<file path="src/rtl/pcmseq_pkg.sv">
`timescale 1ns/1ps
package pcmseq_pkg;
   localparam int NIB_W = 4;
   localparam int ADP_W = 12;
   localparam int OUT_W = 16;
   localparam int CTL_W = 8;
   localparam int B_START = 0;
   localparam int B_PLAY  = 1;
   localparam int B_LIN   = 2;
   localparam int B_RATE  = 3;
   localparam int B_PANL  = 5;
   localparam int B_PANR  = 6;
   localparam int B_RST   = 7;

   typedef enum logic [1:0] {ST_IDLE, ST_FETCH, ST_DECODE} seq_st_e;

   function automatic logic [2:0] nib_count(input logic [1:0] code, input logic lin);
      if (!lin) return 3'd1;
      case (code)
         2'd0: return 3'd2;
         2'd1: return 3'd3;
         2'd2: return 3'd4;
         default: return 3'd1;
      endcase
   endfunction

   function automatic logic [3:0] rate_div(input logic [1:0] rate, input logic lin);
      logic [2:0] idx;
      idx = {1'b0, rate} + {2'b00, ~lin};
      case (idx)
         3'd0: return 4'd1;
         3'd1: return 4'd2;
         3'd2: return 4'd4;
         3'd3: return 4'd6;
         default: return 4'd8;
      endcase
   endfunction

   function automatic logic [OUT_W-1:0] align12(input logic [15:0] raw, input logic [2:0] n);
      logic [ADP_W-1:0] a;
      case (n)
         3'd1: a = {raw[3:0], 8'h00};
         3'd2: a = {raw[7:0], 4'h0};
         3'd3: a = raw[11:0];
         default: a = raw[15:4];
      endcase
      return {{(OUT_W-ADP_W){a[ADP_W-1]}}, a};
   endfunction
endpackage

</file>
<file path="src/rtl/pcmseq_basediv.sv">
`timescale 1ns/1ps
module pcmseq_basediv #(
   parameter int BASE_DIV = 12
) (
   input  logic clk,
   input  logic rst_n,
   input  logic tick_i,
   output logic step_o
);
   localparam int CW = (BASE_DIV > 1) ? $clog2(BASE_DIV) : 1;

   if (BASE_DIV < 1) begin : g_bad_div
      $error("BASE_DIV must be at least 1");
   end

   if (BASE_DIV == 1) begin : g_pass
      assign step_o = tick_i;
   end else begin : g_count
      logic [CW-1:0] cnt;
      assign step_o = tick_i && (cnt == CW'(BASE_DIV - 1));
      always_ff @(posedge clk or negedge rst_n) begin
         if (!rst_n)      cnt <= '0;
         else if (step_o) cnt <= '0;
         else if (tick_i) cnt <= cnt + 1'b1;
      end
   end
endmodule

</file>
<file path="src/rtl/pcmseq_chan.sv">
`timescale 1ns/1ps
module pcmseq_chan
   import pcmseq_pkg::*;
(
   input  logic             clk,
   input  logic             rst_n,
   input  logic             step_i,
   input  logic             start_i,
   input  logic             hold_i,
   input  logic             play_i,
   input  logic             lin_i,
   input  logic [1:0]       rate_i,
   input  logic [1:0]       fmt_i,
   input  logic             rd_vld_i,
   input  logic [NIB_W-1:0] rd_nib_i,
   output logic             rd_pop_o,
   output logic             wr_push_o,
   output logic [NIB_W-1:0] wr_nib_o,
   input  logic             wr_full_i,
   output logic             flush_o,
   output logic             adp_req_o,
   output logic [NIB_W-1:0] adp_nib_o,
   input  logic             adp_ack_i,
   input  logic [ADP_W-1:0] adp_val_i,
   output logic             run_o,
   output logic             idle_o,
   output logic             ovf_hit_o,
   output logic [OUT_W-1:0] sample_o
);
   seq_st_e          state;
   logic             hold_q;
   logic [3:0]       sub_cnt;
   logic [2:0]       rem;
   logic [15:0]      raw;
   logic [OUT_W-1:0] out_q;
   logic             fetch_done;

   assign run_o      = start_i & ~hold_i;
   assign flush_o    = hold_q & ~hold_i;
   assign idle_o     = (state == ST_IDLE);
   assign rd_pop_o   = (state == ST_FETCH) && play_i && (rem != 3'd0) && rd_vld_i;
   assign wr_push_o  = (state == ST_FETCH) && !play_i && (rem != 3'd0);
   assign wr_nib_o   = '0;
   assign ovf_hit_o  = wr_push_o & wr_full_i;
   assign adp_req_o  = (state == ST_DECODE);
   assign adp_nib_o  = raw[NIB_W-1:0];
   assign sample_o   = out_q;
   assign fetch_done = (rem == 3'd0) || !rd_vld_i;

   always_ff @(posedge clk or negedge rst_n) begin
      if (!rst_n) begin
         state   <= ST_IDLE;
         hold_q  <= 1'b1;
         sub_cnt <= 4'd1;
         rem     <= '0;
         raw     <= '0;
         out_q   <= '0;
      end else begin
         hold_q <= hold_i;
         if (flush_o) begin
            state   <= ST_IDLE;
            sub_cnt <= 4'd1;
            out_q   <= '0;
            raw     <= '0;
            rem     <= '0;
         end else begin
            case (state)
               ST_IDLE: if (step_i && run_o) begin
                  if (sub_cnt == 4'd1) begin
                     sub_cnt <= rate_div(rate_i, lin_i);
                     rem     <= nib_count(fmt_i, lin_i);
                     raw     <= '0;
                     state   <= ST_FETCH;
                  end else begin
                     sub_cnt <= sub_cnt - 4'd1;
                  end
               end
               ST_FETCH: if (!play_i) begin
                  if (rem == 3'd0) state <= ST_IDLE;
                  else             rem <= rem - 3'd1;
               end else if (fetch_done) begin
                  if (lin_i) begin
                     out_q <= align12(raw, nib_count(fmt_i, lin_i));
                     state <= ST_IDLE;
                  end else begin
                     state <= ST_DECODE;
                  end
               end else begin
                  raw <= {raw[11:0], rd_nib_i};
                  rem <= rem - 3'd1;
               end
               ST_DECODE: if (adp_ack_i) begin
                  out_q <= {{(OUT_W-ADP_W){adp_val_i[ADP_W-1]}}, adp_val_i};
                  state <= ST_IDLE;
               end
               default: state <= ST_IDLE;
            endcase
         end
      end
   end


   halt_quiet_chk: assert property (@(posedge clk) disable iff (!rst_n)
      (idle_o && !run_o) |=> idle_o);

   flush_reload_chk: assert property (@(posedge clk) disable iff (!rst_n)
      flush_o |=> (sub_cnt == 4'd1 && idle_o && out_q == '0));

   div_range_chk: assert property (@(posedge clk) disable iff (!rst_n)
      (sub_cnt != 4'd0 && sub_cnt <= 4'd8));

   step_spacing_chk: assert property (@(posedge clk) disable iff (!rst_n)
      step_i |-> idle_o);
endmodule

</file>
<file path="src/rtl/pcm_rate_fmt_seq.sv">
`timescale 1ns/1ps
module pcm_rate_fmt_seq
   import pcmseq_pkg::*;
#(
   parameter int NCH      = 2,
   parameter int BASE_DIV = 12
) (
   input  logic                 clk,
   input  logic                 rst_n,
   input  logic                 tick_en_i,
   input  logic [NCH*CTL_W-1:0] ctrl_i,
   input  logic [NCH*2-1:0]     fmt_i,
   input  logic [NCH-1:0]       rd_vld_i,
   input  logic [NCH*NIB_W-1:0] rd_nib_i,
   output logic [NCH-1:0]       rd_pop_o,
   output logic [NCH-1:0]       wr_push_o,
   output logic [NCH*NIB_W-1:0] wr_nib_o,
   input  logic [NCH-1:0]       wr_full_i,
   output logic [NCH-1:0]       flush_o,
   output logic [NCH-1:0]       adp_req_o,
   output logic [NCH*NIB_W-1:0] adp_nib_o,
   input  logic [NCH-1:0]       adp_ack_i,
   input  logic [NCH*ADP_W-1:0] adp_val_i,
   output logic [OUT_W-1:0]     left_o,
   output logic [OUT_W-1:0]     right_o,
   output logic                 smp_vld_o,
   output logic                 ovf_o
);
   if (NCH < 1) begin : g_bad_nch
      $error("NCH must be at least 1");
   end

   logic             step;
   logic [NCH-1:0]   run, idle, ovf_hit;
   logic [OUT_W-1:0] samp [NCH];
   logic [OUT_W-1:0] sum_l, sum_r;
   logic             pend;
   logic             all_idle;

   pcmseq_basediv #(.BASE_DIV(BASE_DIV)) u_div (
      .clk(clk), .rst_n(rst_n), .tick_i(tick_en_i), .step_o(step)
   );

   for (genvar c = 0; c < NCH; c++) begin : g_ch
      pcmseq_chan u_ch (
         .clk(clk), .rst_n(rst_n), .step_i(step),
         .start_i(ctrl_i[c*CTL_W+B_START]), .hold_i(ctrl_i[c*CTL_W+B_RST]),
         .play_i(ctrl_i[c*CTL_W+B_PLAY]), .lin_i(ctrl_i[c*CTL_W+B_LIN]),
         .rate_i(ctrl_i[c*CTL_W+B_RATE +: 2]), .fmt_i(fmt_i[c*2 +: 2]),
         .rd_vld_i(rd_vld_i[c]), .rd_nib_i(rd_nib_i[c*NIB_W +: NIB_W]),
         .rd_pop_o(rd_pop_o[c]), .wr_push_o(wr_push_o[c]),
         .wr_nib_o(wr_nib_o[c*NIB_W +: NIB_W]), .wr_full_i(wr_full_i[c]),
         .flush_o(flush_o[c]), .adp_req_o(adp_req_o[c]),
         .adp_nib_o(adp_nib_o[c*NIB_W +: NIB_W]), .adp_ack_i(adp_ack_i[c]),
         .adp_val_i(adp_val_i[c*ADP_W +: ADP_W]), .run_o(run[c]),
         .idle_o(idle[c]), .ovf_hit_o(ovf_hit[c]), .sample_o(samp[c])
      );
   end

   assign all_idle = &idle;

   always_comb begin
      sum_l = '0;
      sum_r = '0;
      for (int c = 0; c < NCH; c++) begin
         if (run[c] && ctrl_i[c*CTL_W+B_PLAY]) begin
            if (ctrl_i[c*CTL_W+B_PANL]) sum_l = sum_l + samp[c];
            if (ctrl_i[c*CTL_W+B_PANR]) sum_r = sum_r + samp[c];
         end
      end
   end

   always_ff @(posedge clk or negedge rst_n) begin
      if (!rst_n) begin
         pend      <= 1'b0;
         smp_vld_o <= 1'b0;
         left_o    <= '0;
         right_o   <= '0;
         ovf_o     <= 1'b0;
      end else begin
         smp_vld_o <= 1'b0;
         ovf_o     <= ovf_o | (|ovf_hit);
         if (step) begin
            pend <= 1'b1;
         end else if (pend && all_idle) begin
            pend      <= 1'b0;
            smp_vld_o <= 1'b1;
            left_o    <= sum_l;
            right_o   <= sum_r;
         end
      end
   end


   ovf_cause_chk: assert property (@(posedge clk) disable iff (!rst_n)
      $rose(ovf_o) |-> $past(|ovf_hit));

   pair_after_idle_chk: assert property (@(posedge clk) disable iff (!rst_n)
      smp_vld_o |-> $past(all_idle && pend));
endmodule

</file>
<file path="config.mk">
export PLATFORM = sky130hd
export DESIGN_NAME = pcm_rate_fmt_seq
export DESIGN_NICKNAME = d
export VERILOG_FILES = /design/src/rtl/pcmseq_pkg.sv /design/src/rtl/pcmseq_basediv.sv /design/src/rtl/pcmseq_chan.sv /design/src/rtl/pcm_rate_fmt_seq.sv
export SDC_FILE = /design/constraint.sdc
export NUM_CORES = 1
export LEC_CHECK = 0
export BUFFER_PORTS_ARGS = -buffer_cell sky130_fd_sc_hd__clkbuf_2
export CAP_MARGIN = 20
export CORE_UTILIZATION = 40
export CTS_BUF_LIST = sky130_fd_sc_hd__clkbuf_4 sky130_fd_sc_hd__clkbuf_8
export CTS_CLUSTER_DIAMETER = 200
export DETAILED_ROUTE_END_ITERATION = 7
export SYNTH_ARGS = -nofsm -noshare
export SYNTH_HDL_FRONTEND = slang
export SYNTH_SLANG_ARGS = --single-unit
</file>
<file path="constraint.sdc">
create_clock -name clk -period 3.4 [get_ports clk]
set_clock_uncertainty 0.15 [all_clocks]
set_input_delay 0.68 -clock clk [delete_from_list [all_inputs] [get_ports clk]]
set_output_delay 0.68 -clock clk [all_outputs]
set_load 0.02 [all_outputs]
</file>
# Word-level counts from Yosys, hierarchy flattened

Cells that the tools add are included.

Add/sub/neg operators: 9
Eq/ne operators: 45
Mux-type cells: 120
Bitwise gates (word level): 12
Reduce and logical (&&, ||, !) cells: 55

Operator list:

| kind                                                 | count |
|---|---|
| two-way mux 16 bit                                   | 28 |
| one-hot mux 16 bit (2 select lines)                  | 4 |
| two-way mux 3 bit                                    | 28 |
| one-hot mux 12 bit (3 select lines)                  | 2 |
| two-way mux 4 bit                                    | 10 |
| AND reduction 5 bit                                  | 8 |
| != test 3 x 2 -> 1 bit (second input constant)       | 12 |
| adder 16 bit                                         | 2 |
| two-way mux 2 bit                                    | 16 |
| one-hot mux 4 bit (4 select lines)                   | 2 |
| equality test 3 x 2 -> 1 bit (second input constant) | 8 |
| two-way mux 1 bit                                    | 24 |
| != test 4 x 3 -> 1 bit (second input constant)       | 6 |
| one-hot mux 3 bit (3 select lines)                   | 2 |
| nonzero test 3 bit                                   | 6 |
| logical AND 1 bit                                    | 16 |
| equality test 3 x 1 -> 1 bit (second input constant) | 4 |
| logical NOT 3 bit                                    | 4 |
| one-hot mux 2 bit (3 select lines)                   | 2 |
| one-hot mux 3 bit (2 select lines)                   | 2 |
| nonzero test 2 bit                                   | 6 |
| equality test 2 x 1 -> 1 bit (second input constant) | 4 |
| equality test 2 bit (second input constant)          | 4 |
| equality test 4 x 1 -> 1 bit (second input constant) | 2 |
| other kinds (15)                                     | 39 |

Register bits: 123
Input port bits: 61
Output and inout bits: 58

# Longest topological paths before layout

Gate-level depths: netlist of the first run.

Word-level depth: 19
Mapped depth: 13

# Cells and area by module

Synthesis of the first run repeated with hierarchy kept, for this count alone.

Cells, all modules: 928
Area total of the unflattened synthesis: 8415.6 um2

By module, submodules not included:

| module           | times used | cells an instance | area each (um2) | sequential area each (um2) |
|---|---|---|---|---|
| pcmseq_chan      | 2          | 258               | 2517.4          | 953.4 |
| pcm_rate_fmt_seq | 1          | 392               | 3168.0          | 875.8 |
| pcmseq_basediv   | 1          | 20                | 212.7           | 100.1 |

# Worst setup path after synthesis of the first run

No wires, ideal clock.

Path kind: input to register
Start point: input port ctrl_i[7]
End point: register right_o[12]
Setup time: 0.123 ns
Arrival: 2.937 ns
Required time: 3.127 ns
Slack: 0.191 ns
Cell stages on the path: 13
Buffers on the path: 1
Cell sequence: and4b_1 -> clkbuf_1 -> and2_1 -> ha_1 -> inv_1 -> fa_1 -> nor2b_1 -> o31a_1 -> o21ai_0 -> nand2b_1 -> a22oi_1 -> a221o_1 -> o221a_2

Longest elaborated chain between the ends: 7

RTL lines:

| element                | RTL line               | text |
|---|---|---|
| start: declaration     | pcm_rate_fmt_seq.sv:11 | `input logic [NCH*CTL_W-1:0] ctrl_i,` |
| NOT 1 bit *            | pcmseq_chan.sv:38      | `assign run_o = start_i & ~hold_i;` |
| AND 1 bit *            | pcmseq_chan.sv:38      |  |
| logical AND 1 bit *    | pcm_rate_fmt_seq.sv:66 | `if (run[c] && ctrl_i[c*CTL_W+B_PLAY]) begin` |
| two-way mux 16 bit *   | pcm_rate_fmt_seq.sv:66 |  |
| adder 16 bit           | pcm_rate_fmt_seq.sv:68 | `if (ctrl_i[c*CTL_W+B_PANR]) sum_r = sum_r + samp[c];` |
| two-way mux 16 bit     | pcm_rate_fmt_seq.sv:68 |  |
| two-way mux 16 bit *   | pcm_rate_fmt_seq.sv:66 |  |
| end signal: assignment | pcm_rate_fmt_seq.sv:89 | `right_o <= sum_r;` |
| end: declaration       | pcm_rate_fmt_seq.sv:25 | `output logic [OUT_W-1:0] right_o,` |

Mark *: on every way between the ends. The rest lies on a longest branch, timed or not.
A chain may end at the register's enable or synchronous reset.

# Worst setup path after layout of the first run

Start point: register g_ch[0].u_ch.state[1]
End point: output port wr_push_o[0]

Longest elaborated chain between the ends: 3

RTL lines:

| element                        | RTL line               | text |
|---|---|---|
| start: declaration             | pcmseq_chan.sv:30      | `seq_st_e state;` |
| start signal: assignment       | pcmseq_chan.sv:52      | `state <= ST_IDLE;` |
| start signal: assignment       | pcmseq_chan.sv:61      | `state <= ST_IDLE;` |
| start signal: assignment       | pcmseq_chan.sv:73      | `state <= ST_FETCH;` |
| equality test 2 x 1 -> 1 bit   | pcmseq_chan.sv:42      | `assign wr_push_o = (state == ST_FETCH) && !play_i && (rem != 3'd0);` |
| logical AND 1 bit (2 in a row) | pcmseq_chan.sv:42      |  |
| end: declaration               | pcm_rate_fmt_seq.sv:16 | `output logic [NCH-1:0] wr_push_o,` |

Every way passes these cells.

==> flow_metrics.env, run 1 <==
export IMPL_initial_core_util_pct=41.5
export IMPL_fmax_mhz=336
export IMPL_die_area_um2=19500
export IMPL_grt_pass1_vias=6064
export IMPL_area_delta_synth_final_pct=16.1
export IMPL_tightest_slew_ns=0.707
export IMPL_p_total_mw=5.28
export IMPL_drtIter0Drc=258
export IMPL_timing_final_crit_period_ns=2.98
export IMPL_synth_area_leaders="dfrtp_1, ha_1, nand2_1"
export IMPL_cts_sinks=115
export IMPL_worstPathMaxFanout=11
export IMPL_status="complete, no violations"
export IMPL_path_depth=5
export IMPL_crit_required_ns=2.57
export IMPL_synth_top_area_share_pct=36.7
export IMPL_fin_nets=1056
export IMPL_relSlewSlack_pct=52.9
export IMPL_drv_slew=0
export IMPL_core_area_um2=18300
export IMPL_reg2reg_depth=10
export IMPL_power_per_cell_area_nw_per_um2=600
export IMPL_antenna_found_initial=0
export IMPL_hold_class="in2async"
export IMPL_ios=119
export IMPL_cp_start_kind="flip-flop"
export IMPL_drv_cap=0
export IMPL_final_antenna_net_count=0
export IMPL_finalHoldViolations=0
export IMPL_setup_viol=0
export IMPL_cts_root_buf="clkbuf_8"
export IMPL_worstSetupEndpointType="output pin"
export IMPL_ys_seq_area_share_pct=38.1
export IMPL_hold_buffers=0
export IMPL_ir_worst_vdd_mv=0.280
export IMPL_die_h_um=140
export IMPL_viasPerCell=5.27
export IMPL_worstSkewPairLatency_ns=0.44
export IMPL_route_detailed_drc=0
export IMPL_async_flop_share_pct=100
export IMPL_route_vias_total=6280
export IMPL_drt_total_wl_um=18400
export IMPL_drt_pass1_iterations=5
export IMPL_path_buf_inv=2
export IMPL_drive_gt1_share_pct=19.9
export IMPL_htreeDepth=4
export IMPL_worstPathArrival_ns=2.15
export IMPL_grt_max_degree=116
export IMPL_rsz0062_at_grt="no"
export IMPL_max_stage_delay_ns=0.39
export IMPL_postCtsSetupBuffers=0
export IMPL_grt_pass1_wl_um=30800
export IMPL_layout_common_cells="nand2_1, dfrtp_1, clkbuf_2"
export IMPL_synth_edf_count=0
export IMPL_placedCellCount=1159
export IMPL_cts_buffers=17
export IMPL_crit_slowest_cell="dfrtp_1"
export IMPL_io_buffers=110
export IMPL_clkTransAtPathRegs_ns=0.07
export IMPL_wire_per_inst_um=15.4
export IMPL_yosysTopAreaCell="dfrtp_1"
export IMPL_post_cts_resized=0
export IMPL_dp_hpwl_um=13600
export IMPL_final_cells=1192
export IMPL_power_leakage_nw=4.09
export IMPL_gp_congestion=0.875
export IMPL_grt_ovfl_total=0
export IMPL_ys_warn_count=0
export IMPL_ys_dominant_reg_cell="dfrtp_1"
export IMPL_crit_chain="inv_1 > ha_1 > and2_1 > nor2b_1 > clkbuf_2"
export IMPL_ys_types=70
export IMPL_post_route_util_pct=48.1
export IMPL_min_period_over_period_pct=87.6
export IMPL_worstSetupPathType="reg2out"
export IMPL_synth_seq_cells=115
export IMPL_tns_ns=0
export IMPL_syn_area_per_cell_um2=8.81
export IMPL_grt_usage_pct=19.9
export IMPL_diodes=0
export IMPL_final_common_cell="nand2_1"
export IMPL_path_delay_family="simple AND/OR/NAND/NOR gates"
export IMPL_syn_area_um2=7570
export IMPL_cts_buffer_depth=2
export IMPL_rows=49
export IMPL_cts_tree="done"
export IMPL_die_w_um=140
export IMPL_syn_instance_count=860
area by class of cell:
type	instances	area [µm²]
tap	229	287
fill	1800	9480
clock buffer	22	290
clock inverter	10	225
sequential	115	2880
inverter	31	116
multi-input combinational	652	4250
timing repair buffer	133	746
flip-flops by register name (all words and copies together) (netlist names):
| signal | flops |
|---|---|
| ovf_o | 1 |
| g_ch.u_ch.sample_o | 24 |
| g_ch.u_ch.hold_q | 2 |
| pend | 1 |
| g_ch.u_ch.rem | 6 |
| g_ch.u_ch.raw | 32 |
| g_ch.u_ch.sub_cnt | 8 |
| left_o | 16 |
| smp_vld_o | 1 |
| right_o | 16 |
| g_ch.u_ch.state | 4 |
| u_div.g_count.cnt | 4 |
final timing paths:
| path | from | slack [ns] | end |
|---|---|---|---|
| worst max-delay path | g_ch[0].u_ch.state[1]$_DFFE_PN0P_ | 0.42 | wr_push_o[0] |
| worst min-delay path | rst_n | 0.09 | u_div.g_count.cnt[3]$_DFFE_PN0P_ |
| worst max register to register | g_ch[0].u_ch.sample_o[1]$_DFFE_PN0P_ | 0.80 | right_o[9]$_DFFE_PN0P_ |
| worst min register to register | g_ch[0].u_ch.raw[15]$_DFFE_PN0P_ | 0.33 | g_ch[0].u_ch.raw[15]$_DFFE_PN0P_ |
| max in group asynchronous | rst_n | 2.41 | g_ch[0].u_ch.raw[3]$_DFFE_PN0P_ |
| min in group clk | ctrl_i[7] | 0.21 | g_ch[0].u_ch.hold_q$_DFF_PN1_ |
metrics by stage:
| stage | setup WS (ns) | hold WS, ns | area (µm²) |
|---|---|---|---|
| 2_1_floorplan | 0.191 | 0.234 | 7600 |
| 6_report | 0.421 | 0.0945 | 8790 |
| 4_1_cts | 0.377 | 0.190 | 8780 |
| 3_3_place_gp | 0.130 | 0.307 | 8260 |
| 3_5_place_dp | 0.0803 | 0.316 | 8260 |
| 5_1_grt | 0.227 | 0.188 | 8790 |
layer usage:
| layer | track usage, % | part of all wire (%) |
|---|---|---|
| met1 | 27.7 | 50 |
| met2 | 31.7 | 46 |
| met3 | 3.30 | 2.9 |
| met4 | 6.30 | 1.3 |
| met5 | 0 | 0 |
kinds of logic after synthesis:
logic type / count (synthesis) / share of synthesized area (%)
compound gates: 251 / 21.9
xor+xnor: 15 / 1.73
fa+ha+maj: 45 / 7.63
buf+inv: 100 / 6.43
flops: 115 / 38.1
mux: 24 / 4.53
other cells: 1 / 0.0495
simple gates: 309 / 19.7
where the power goes:
group / switching [mW] / internal, mW
clock: 0.570 / 1.09
combinational: 1.08 / 0.677
sequential: 0.232 / 1.63
total: 1.88 / 3.40
Yosys cell counts (all sizes together) (5+ instances only):
library cell and count:
a211oi 19, a21o 9, a21oi 60, a22o 5, a22oi 10, a31oi 8, and2 27, buf 34
clkbuf 35, dfrtp 111, ha 43, inv 30, mux2i 14, mux4 8, nand2 141, nand2b 20
nand3 15, nand4 5, nor2 43, nor2b 22, nor3 11, nor3b 5, o211ai 10, o21a 8
o21ai 61, o21bai 5, o221a 5, o31ai 27, xnor2 10, xor2 5
No activity file was read; power rests on OpenSTA's default activity.
==> run 2: changes to the inputs <==
--- a/config.mk
+++ b/config.mk
@@ -7,10 +7,13 @@
 export LEC_CHECK = 0
 export BUFFER_PORTS_ARGS = -buffer_cell sky130_fd_sc_hd__clkbuf_2
 export CAP_MARGIN = 20
+export CELL_PAD_IN_SITES_DETAIL_PLACEMENT = 1
+export CELL_PAD_IN_SITES_GLOBAL_PLACEMENT = 1
 export CORE_UTILIZATION = 40
 export CTS_BUF_LIST = sky130_fd_sc_hd__clkbuf_4 sky130_fd_sc_hd__clkbuf_8
 export CTS_CLUSTER_DIAMETER = 200
 export DETAILED_ROUTE_END_ITERATION = 7
+export PLACE_DENSITY_LB_ADDON = 0.1
 export SYNTH_ARGS = -nofsm -noshare
 export SYNTH_HDL_FRONTEND = slang
 export SYNTH_SLANG_ARGS = --single-unit
==> run 2 against run 1 <==
Net effect:
- clock power fell by 22%
- clock-buffer cell count decreased by 4
- worst setup slack worse by 0.051 ns
- combinational power is 3% higher
- global-route usage grew 2.6 points
- final area down 1.4%
- critical path type unchanged
- critical endpoint unchanged
- largest power group unchanged
==> flow_metrics.env, run 2 (synthesized netlist as in run 1, its figures left out) <==
export IMPL_crit_chain="inv_1 > ha_1 > and2_1 > nor2b_1 > clkbuf_2"
export IMPL_r2r_end="g_ch[0].u_ch.rem[2]$_DFFE_PN0P_"
export IMPL_gp_congestion=0.854
export IMPL_die_w_um=140
export IMPL_initial_core_util_pct=41.5
export IMPL_viasPerCell=5.52
export IMPL_diodes=0
export IMPL_cts_root_buf="clkbuf_8"
export IMPL_drt_pass1_iterations=4
export IMPL_final_cells=1192
export IMPL_drt_total_wl_um=21000
export IMPL_timing_final_crit_period_ns=3.03
export IMPL_relSlewSlack_pct=45.8
export IMPL_fin_ws_ns=0.370
export IMPL_power_leakage_nw=4.02
export IMPL_wire_per_inst_um=17.7
export IMPL_rsz0062_at_grt="no"
export IMPL_grt_usage_pct=22.6
export IMPL_tns_ns=0
export IMPL_min_period_over_period_pct=89.1
export IMPL_reg2reg_depth=7
export IMPL_cts_buffers=17
export IMPL_max_stage_delay_ns=0.41
export IMPL_ios=119
export IMPL_top_register="g_ch.u_ch.raw"
export IMPL_postCtsSetupBuffers=0
export IMPL_rows=49
export IMPL_io_buffers=110
export IMPL_worstSkewPairLatency_ns=0.45
export IMPL_r2r_start="u_div.g_count.cnt[0]$_DFFE_PN0P_"
export IMPL_crit_slowest_cell="dfrtp_1"
export IMPL_cts_buffer_depth=2
export IMPL_setup_viol=0
export IMPL_antenna_found_initial=0
export IMPL_dp_hpwl_um=16400
export IMPL_route_vias_total=6582
export IMPL_drive_gt1_share_pct=19.8
export IMPL_cp_start_kind="flip-flop"
export IMPL_ff2ff_setup_slack_ns=0.71
export IMPL_preCtsSetupSlack_ns=0.0143
export IMPL_area_delta_synth_final_pct=14.5
export IMPL_grt_pass1_wl_um=34900
export IMPL_layout_common_cells="nand2_1, dfrtp_1, clkbuf_2"
export IMPL_drv_slew=0
export IMPL_worstSetupEndpointType="output pin"
export IMPL_cts_tree="done"
export IMPL_path_buf_inv=2
export IMPL_ir_worst_vdd_mv=0.309
export IMPL_final_antenna_net_count=0
export IMPL_power_per_cell_area_nw_per_um2=571
export IMPL_clkTransAtPathRegs_ns=0.08
export IMPL_tightest_slew_ns=0.806
export IMPL_grt_ovfl_total=0
export IMPL_placedCellCount=1159
export IMPL_core_area_um2=18300
export IMPL_fin_nets=1056
export IMPL_final_common_cell="nand2_1"
export IMPL_grt_max_degree=51
export IMPL_finalHoldViolations=0
export IMPL_die_h_um=140
export IMPL_hold_buffers=0
export IMPL_htreeDepth=4
export IMPL_postPlaceCellArea_um2=8260
export IMPL_cts_sinks=115
export IMPL_worstPathMaxFanout=11
export IMPL_crit_required_ns=2.57
export IMPL_worstPathArrival_ns=2.20
export IMPL_status="complete, no violations"
export IMPL_hold_class="in2async"
export IMPL_post_cts_resized=0
export IMPL_largest_reg_flops=32
export IMPL_die_area_um2=19500
export IMPL_drtIter0Drc=254
export IMPL_fmax_mhz=330
export IMPL_worstSetupPathType="reg2out"
export IMPL_grt_pass1_vias=6929
export IMPL_fin_area_um2=8670
export IMPL_drv_cap=0
export IMPL_path_delay_family="simple AND/OR/NAND/NOR gates"
export IMPL_route_detailed_drc=0
## run 2: routing by layer
layer | vias to the layer above | part of all wire [%] | GRT usage [%]
li1 | 3221 | - | -
met1 | 3237 | 45 | 28.5
met2 | 106 | 50 | 39.2
met3 | 18 | 3.1 | 4.44
met4 | 0 | 1.2 | 6.07
met5 | - | 0 | 0
## run 2: through the flow
step / total power [mW] / hold slack (ns) / util, %
2_1_floorplan: 3.12 / 0.234 / -
3_3_place_gp: 3.58 / 0.308 / 45.2
3_5_place_dp: 3.68 / 0.311 / 45.2
4_1_cts: 4.99 / 0.137 / 47.4
5_1_grt: 5.28 / 0.147 / 47.4
6_report: 4.95 / 0.118 / 47.4
## run 2: worst max path at each step
stage / startpoint / cells past startpoint / end / slack (ns)
after floorplan: ctrl_i[7] / 13 / right_o[12]$_DFFE_PN0P_ / 0.19
after global placement: ctrl_i[7] / 13 / right_o[14]$_DFFE_PN0P_ / 0.11
after detailed placement: ctrl_i[7] / 13 / right_o[12]$_DFFE_PN0P_ / 0.01
after CTS: g_ch[0].u_ch.state[1]$_DFFE_PN0P_ / 5 / wr_push_o[0] / 0.37
after global routing: g_ch[0].u_ch.state[1]$_DFFE_PN0P_ / 5 / wr_push_o[0] / 0.16
final: g_ch[0].u_ch.state[1]$_DFFE_PN0P_ / 5 / wr_push_o[0] / 0.37
## run 2: worst reg2reg max path, stage by stage, from the launching register on
cell and delay [ns]:
dfrtp_1 0.41, ha_1 0.26, nand4b_4 0.20, nor3b_1 0.11
a21boi_0 0.66, o21ai_0 0.40, o21ai_0 0.31, a21oi_1 0.07
## run 2: layout make-up
class	instances	area [µm²]
clock buffer	18	241
tap	229	287
fill	2235	9600
sequential	115	2880
multi-input combinational	652	4240
inverter	31	116
timing repair buffer	133	746
clock inverter	14	155
## run 2: power by group
| group | leakage [nW] | switching (mW) | internal, mW |
|---|---|---|---|
| Combinational | 2.29 | 1.12 | 0.673 |
| Clock | 0.186 | 0.624 | 0.666 |
| Sequential | 1.54 | 0.236 | 1.63 |
